### config.mk
export PLATFORM = sky130hd
export DESIGN_NAME = irq_bank_seq
export DESIGN_NICKNAME = d
export VERILOG_FILES = /design/src/rtl/irq_bank_pkg.sv /design/src/rtl/irq_gate.sv /design/src/rtl/mode_ctrl.sv /design/src/rtl/bank_ext.sv /design/src/rtl/irq_bank_seq.sv
export SDC_FILE = /design/constraint.sdc
export NUM_CORES = 1
export LEC_CHECK = 0
export BUFFER_PORTS_ARGS = -buffer_cell sky130_fd_sc_hd__buf_2
export CELL_PAD_IN_SITES_DETAIL_PLACEMENT = 1
export CELL_PAD_IN_SITES_GLOBAL_PLACEMENT = 1
export CORE_ASPECT_RATIO = 1.1
export CORE_MARGIN = 2
export CORE_UTILIZATION = 23
export DETAILED_ROUTE_END_ITERATION = 16
export PLACE_DENSITY_LB_ADDON = 0.1
export SLEW_MARGIN = 0
export SYNTH_ARGS = -nofsm -noshare
export SYNTH_HDL_FRONTEND = slang
export SYNTH_HIERARCHICAL = 1
export SYNTH_SLANG_ARGS = --single-unit
export TNS_END_PERCENT = 20
### constraint.sdc
create_clock -name clk -period 1.5 [get_ports clk]
set_input_delay 0.15 -clock clk [delete_from_list [all_inputs] [get_ports clk]]
set_output_delay 0.15 -clock clk [all_outputs]
set_load 0.05 [all_outputs]
### src/rtl/irq_bank_pkg.sv
package irq_bank_pkg;
  typedef enum logic [1:0] {
    RD_NONE = 2'd0,
    RD_IRQ  = 2'd1,
    RD_RTI  = 2'd2
  } redir_e;
endpackage

### src/rtl/irq_gate.sv
module irq_gate (
  input  logic clk,
  input  logic rst_n,
  input  logic irq_req,
  input  logic fetch_is_branch,
  input  logic slot_active,
  input  logic int_mode,
  output logic take
);
  logic pend_q;
  logic want;

  // a request is wanted if it is latched or being raised now
  assign want = pend_q | irq_req;
  // legal only outside branch/delay-slot windows and outside a handler
  assign take = want & ~int_mode & ~fetch_is_branch & ~slot_active;

  always_ff @(posedge clk) begin
    if (!rst_n) pend_q <= 1'b0;
    else        pend_q <= want & ~take;
  end
endmodule

### src/rtl/mode_ctrl.sv
module mode_ctrl
  import irq_bank_pkg::*;
#(
  parameter int PC_W = 16
) (
  input  logic            clk,
  input  logic            rst_n,
  input  logic            take,
  input  logic            rti_decode,
  input  logic [PC_W-1:0] fetch_pc,
  output logic            int_mode,
  output redir_e          cause,
  output logic [PC_W-1:0] ret_pc
);
  logic mode_q;
  logic rti_go;

  assign rti_go   = rti_decode & mode_q;
  assign int_mode = mode_q;

  always_comb begin
    if (take)        cause = RD_IRQ;
    else if (rti_go) cause = RD_RTI;
    else             cause = RD_NONE;
  end

  always_ff @(posedge clk) begin
    if (!rst_n) begin
      mode_q <= 1'b0;
      ret_pc <= '0;
    end else if (take) begin
      mode_q <= 1'b1;
      ret_pc <= fetch_pc;
    end else if (rti_go) begin
      mode_q <= 1'b0;
    end
  end
endmodule

### src/rtl/bank_ext.sv
module bank_ext #(
  parameter int IDX_W   = 5,
  parameter int N_PORTS = 3,
  localparam int EXT_W  = IDX_W + 1
) (
  input  logic                     int_mode,
  input  logic [N_PORTS*IDX_W-1:0] arch_idx,
  output logic [N_PORTS*EXT_W-1:0] bank_idx
);
  for (genvar k = 0; k < N_PORTS; k++) begin : g_port
    assign bank_idx[k*EXT_W +: EXT_W] = {int_mode, arch_idx[k*IDX_W +: IDX_W]};
  end
endmodule

### src/rtl/irq_bank_seq.sv
module irq_bank_seq
  import irq_bank_pkg::*;
#(
  parameter int              PC_W    = 16,
  parameter int              IDX_W   = 5,
  parameter int              N_PORTS = 3,
  parameter logic [PC_W-1:0] VECTOR  = 16'h0040,
  localparam int             EXT_W   = IDX_W + 1
) (
  input  logic                     clk,
  input  logic                     rst_n,
  input  logic                     irq_req,
  input  logic [PC_W-1:0]          fetch_pc,
  input  logic                     fetch_is_branch,
  input  logic                     slot_active,
  input  logic                     rti_decode,
  input  logic [N_PORTS*IDX_W-1:0] arch_idx,
  output logic                     redirect_valid,
  output logic [PC_W-1:0]          redirect_pc,
  output logic                     squash,
  output logic                     irq_ack,
  output logic                     int_mode,
  output logic                     save_we,
  output logic [EXT_W-1:0]         save_idx,
  output logic [PC_W-1:0]          save_data,
  output logic [N_PORTS*EXT_W-1:0] bank_idx
);
  logic            take;
  redir_e          cause;
  logic [PC_W-1:0] ret_pc;

  irq_gate u_gate (
    .clk(clk), .rst_n(rst_n), .irq_req(irq_req),
    .fetch_is_branch(fetch_is_branch), .slot_active(slot_active),
    .int_mode(int_mode), .take(take)
  );

  mode_ctrl #(.PC_W(PC_W)) u_mode (
    .clk(clk), .rst_n(rst_n), .take(take), .rti_decode(rti_decode),
    .fetch_pc(fetch_pc), .int_mode(int_mode), .cause(cause), .ret_pc(ret_pc)
  );

  bank_ext #(.IDX_W(IDX_W), .N_PORTS(N_PORTS)) u_bank (
    .int_mode(int_mode), .arch_idx(arch_idx), .bank_idx(bank_idx)
  );

  assign redirect_valid = (cause != RD_NONE);
  assign redirect_pc    = (cause == RD_IRQ) ? VECTOR : ret_pc;
  assign squash         = redirect_valid;
  assign irq_ack        = (cause == RD_IRQ);
  assign save_we        = irq_ack;
  assign save_idx       = '1;
  assign save_data      = fetch_pc;
endmodule

Word level (Yosys, flattened, before mapping)
Index checks and enable logic that the tools add are counted.
{"block": "word_totals", "word_cells": 21, "out_inout_bits": 61, "reg_bits": 18}
{"block": "classes", "n_reduce_logical": 2, "bitwise": 10, "muxes": 5, "eq_ne": 1}
{"op": "$mux W16", "n": 1}
{"op": "$and A1 B1 Y1", "n": 5}
{"op": "$mux W2", "n": 2}
{"op": "$not A1 Y1", "n": 4}
{"op": "$reduce_bool A2 Y1", "n": 2}
{"op": "$eq A2 B1 Y1 const B", "n": 1}
{"op": "$mux W1", "n": 2}
{"op": "$or A1 B1 Y1", "n": 1}

Depth between registers and ports, before layout
{"block": "depth", "word_depth": 7, "depth_mapped": 9}

Modules after synthesis
The synthesis kept the hierarchy.
{"module": "mode_ctrl", "seq_area_each_um2": 340.3, "cells_each": 57, "instances": 1, "area_each_um2": 664.4}
{"module": "irq_bank_seq", "seq_area_each_um2": 0.0, "cells_each": 45, "instances": 1, "area_each_um2": 341.6}
{"module": "bank_ext", "seq_area_each_um2": 0.0, "cells_each": 18, "instances": 1, "area_each_um2": 135.1}
{"module": "irq_gate", "seq_area_each_um2": 20.0, "cells_each": 5, "instances": 1, "area_each_um2": 47.5}

Worst setup path before layout
Ideal clock, no wire load.
{"block": "synth_timing", "kind": "register to output", "from": "reg u_mode.mode_q, in the netlist u_mode/int_mode", "to": "out save_we", "path_stages_with_launch": 10, "t_arrival_ns": 2.152, "t_required_ns": 1.350, "setup_slack_ns": -0.802, "cell_sequence": "dfxtp_1 -> nor3_2 -> nor2b_1 -> buf_6 -> buf_12 -> nor2_1 -> nand2b_4 -> buf_6 -> inv_1 -> buf_4"}
{"block": "synth_via", "elab_chain_len": 6}
{"element": "start: declaration", "line": "mode_ctrl.sv:15", "text": "logic mode_q;"}
{"element": "start signal: assignment", "line": "mode_ctrl.sv:29", "text": "mode_q <= 1'b0;"}
{"element": "start signal: assignment", "line": "mode_ctrl.sv:32", "text": "mode_q <= 1'b1;"}
{"element": "start signal: assignment", "line": "mode_ctrl.sv:35", "text": "mode_q <= 1'b0;"}
{"element": "$not A1 Y1", "line": "irq_gate.sv:16", "text": "assign take = want & ~int_mode & ~fetch_is_branch & ~slot_active;"}
{"element": "$and A1 B1 Y1 (3 in a row)", "line": "irq_gate.sv:16"}
{"element": "net take", "line": "irq_bank_seq.sv:28", "text": "logic take;"}
{"element": "$mux W2", "line": "mode_ctrl.sv:22", "text": "if (take) cause = RD_IRQ;"}
{"element": "net cause[1]", "line": "irq_bank_seq.sv:29", "text": "redir_e cause;"}
{"element": "$eq A2 B1 Y1", "line": "irq_bank_seq.sv:50", "text": "assign irq_ack = (cause == RD_IRQ);"}
{"element": "end: declaration", "line": "irq_bank_seq.sv:23", "text": "output logic save_we,"}
The timed path passes the listed nets, and every way through them passes these cells.

Worst setup path after layout
{"block": "layout_timing", "from": "reg u_mode.mode_q, in the netlist u_mode/int_mode", "to": "out redirect_pc[12]"}
{"block": "layout_via", "elab_chain_len": 7}
{"element": "$not A1 Y1", "line": "irq_gate.sv:16"}
{"element": "$and A1 B1 Y1 (3 in a row)", "line": "irq_gate.sv:16"}
{"element": "net take", "line": "irq_bank_seq.sv:28"}
{"element": "$mux W2", "line": "mode_ctrl.sv:22"}
{"element": "$eq A2 B1 Y1", "line": "irq_bank_seq.sv:48", "text": "assign redirect_pc = (cause == RD_IRQ) ? VECTOR : ret_pc;"}
{"element": "$mux W16", "line": "irq_bank_seq.sv:48"}
{"element": "end: declaration", "line": "irq_bank_seq.sv:19", "text": "output logic [PC_W-1:0] redirect_pc,"}
The timed path passes the listed nets, and every way through them passes these cells.

==> results_dict.tcl <==
set metrics [dict create \
    maxCapViolCount 0 \
    dpl.hpwl_um 1910 \
    startpoint_type "flip-flop" \
    start_util 0.238 \
    drive_above_1_share 0.615 \
    syn_to_final_growth_pct 31.6 \
    wl_um 2650 \
    cts.reportedPaths.clkPinSlew_ps 70 \
    hold_class "in -> reg" \
    final_cell_area_sq_um 1560 \
    cts_root_buf "clkbuf_8" \
    post-route-period-util 1.10 \
    antenna_cells 0 \
    worstReg2RegEnd "u_mode/ret_pc[11]" \
    regToRegSetupSlack_ps 30 \
    wire_per_inst_um 12.4 \
    post-route-drc-count 0 \
    hold_viol 0 \
    yosys_warnings 6 \
    place_area_sq_um 1280 \
    coreArea_sq_um 5000 \
    die_area_sq_um 5760 \
    fill_cells 582 \
    clock.fmax_mhz 604 \
    total_power_w 0.00139 \
    leakagePower_nw 0.700 \
    synth.avg_cell_area_sq_um 9.51 \
    die_x_um 72.5 \
    port-buffer-count 61 \
    vias_per_cell 3.93 \
    hp-start "fetch_pc[7]" \
    cts_tree "yes" \
    regToRegStartpoint "u_mode/int_mode" \
    dieHeight_um 79.4 \
    synth_area_leaders "dfxtp_1, buf_4, mux2i_1" \
    cts_buffers 3 \
    synth.largest_area_cell "dfxtp_1" \
    violations "setup timing" \
    cts-hold-fix-buffers 0 \
    syn_area_sq_um 1190 \
    clock_latency_ps 250 \
    ys_ff_latch 18 \
    first_pass_iters 4 \
    clock_path_buffers 2 \
    critical_path_class "reg -> out" \
    grt_overflow_total 0 \
    layout_commonest_cell "buf_2" \
    layout_common_cells "buf_2, dfxtp_1, nor2b_1, mux2i_1, and2_4" \
    crit_arrival_ps 1500 \
    hold_depth 3 \
    grt_pass1_wl_um 4050 \
    htree_levels 1 \
    setup_viol 20 \
    antenna_found_initial 0 \
    dp_worst_setup_slack_ps -184 \
    ys_types 19 \
    fin_cells 214 \
    cp-end-kind "output pin" \
    status "finished, violations left" \
    setup_slack_ps -155 \
    synth_seq_area_share 0.303 \
    gp_congestion 0.649 \
    finalCriticalPeriod_ps 1650 \
    p_int_w 0.000900 \
    antenna_left 0 \
    rsz0062_at_grt "true" \
    grt_pass1_vias 835 \
    nNetsFinal 194 \
    p_sw_frac 0.350 \
    drt_iter0_drc 6 \
    critPathMaxFanout 8 \
    fin_util 0.313 \
    r2r_cells 6 \
    hold-path-endpoint "u_mode/ret_pc[7]" \
    dp_cells 207 \
    power_frac_seq 0.367 \
    clkPwrFrac 0.281 \
    irDropWorstVdd_v 0.000275 \
    ios 98 \
    final_max_slew_viol_count 0 \
    cts_sinks 18 \
    vias 841 \
    grt_max_degree 19 \
    rows 27 \
    pwr_density_cell_nw_per_um2 886 \
    grt_use_total 0.0890 \
    crit_required_ps 1350 \
    power_switching_w 0.000486 \
    finClkSkew_ps 1.94 \
    netlist.area_leader.share 0.303 \
    combPwrFrac 0.351 \
    netlist_instances 125 \
]
## how the worst max path moves through the flow
stage               startpoint               to  slack, ps  depth (start not counted)
2_1_floorplan  u_mode/int_mode          save_we       -460                          9
3_3_place_gp   u_mode/int_mode   redirect_pc[1]       -130                          6
3_5_place_dp   u_mode/int_mode   redirect_pc[1]       -180                          6
4_1_cts        u_mode/int_mode  redirect_pc[12]       -170                          6
5_1_grt        u_mode/int_mode  redirect_pc[12]       -260                          6
6_report       u_mode/int_mode  redirect_pc[12]       -150                          6
## layout make-up
| class | count | area, sq um | share of cell area |
|---|---|---|---|
| clock buffer | 4 | 55.1 | 0.0352 |
| inverter | 1 | 7.51 | 0.00480 |
| multi-input combinational | 66 | 541 | 0.346 |
| sequential | 18 | 364 | 0.233 |
| tap | 58 | 72.6 | 0.0464 |
| timing repair buffer | 67 | 524 | 0.335 |
## power by group through the flow
stage	Sequential (W)	Combinational, W	Clock, W
5_1_grt	0.000511	0.000512	0.000439
6_report	0.000509	0.000487	0.000389
4_1_cts	0.000509	0.000494	0.000421
2_1_floorplan	0.000522	0.000488	0
3_5_place_dp	0.000518	0.000424	0
3_3_place_gp	0.000518	0.000419	0
## critical path, cell delays in order, from the launching register on
cell      delay [ps]
dfxtp_4          350
nor3_4           130
nor2b_4          220
buf_6            160
nand2b_4         100
and2_4           160
buf_8            140
## cells in the mapped netlist, drive strengths merged
cell type,n
and2,15
buf,46
clkbuf,1
conb,1
dfxtp,18
inv,1
mux2i,16
nand2,1
nand2b,2
nor2,2
nor2b,18
nor3,1
nor3b,1
o21a,1
or2,1
## timing repair
item                                    4_1_cts  5_1_grt
endpoints found under the setup margin       30       30
pin swaps                                    14        0
resized for setup                            64        0
gates cloned                                  2        0
buffers inserted                              2        0
## cell families (layout without fill, tap and decap cells)
| kind of cell | after synthesis | after routing | share of synthesized area |
|---|---|---|---|
| other cells | 1 | 6 | 0.00315 |
| flops | 18 | 18 | 0.303 |
| simple gates | 41 | 43 | 0.239 |
| mux | 16 | 16 | 0.135 |
| buf+inv | 48 | 72 | 0.314 |
| compound gates | 1 | 1 | 0.00632 |
## metrics by stage
stage / TNS [ps] / hold WS [ps]
after global placement: -1940 / 300
after CTS: -3010 / 171
final: -2750 / 178
after floorplan: -5150 / 278
after global routing: -5190 / 171
after detailed placement: -3120 / 300
## metal layers
layer / global-route usage / vias to the layer above / part of all wire
li1: - / 408 / -
met1: 0.106 / 368 / 0.40
met2: 0.150 / 63 / 0.49
met3: 0.0328 / 2 / 0.10
met4: 0.0222 / 0 / 0.0030
met5: 0 / - / 0
## sequential cells by signal (all words and copies together) (netlist names)
signal,cells
u_gate/pend_q,1
u_mode/int_mode,1
u_mode/ret_pc,16
Note: power is estimated with default switching activity, not from simulation.
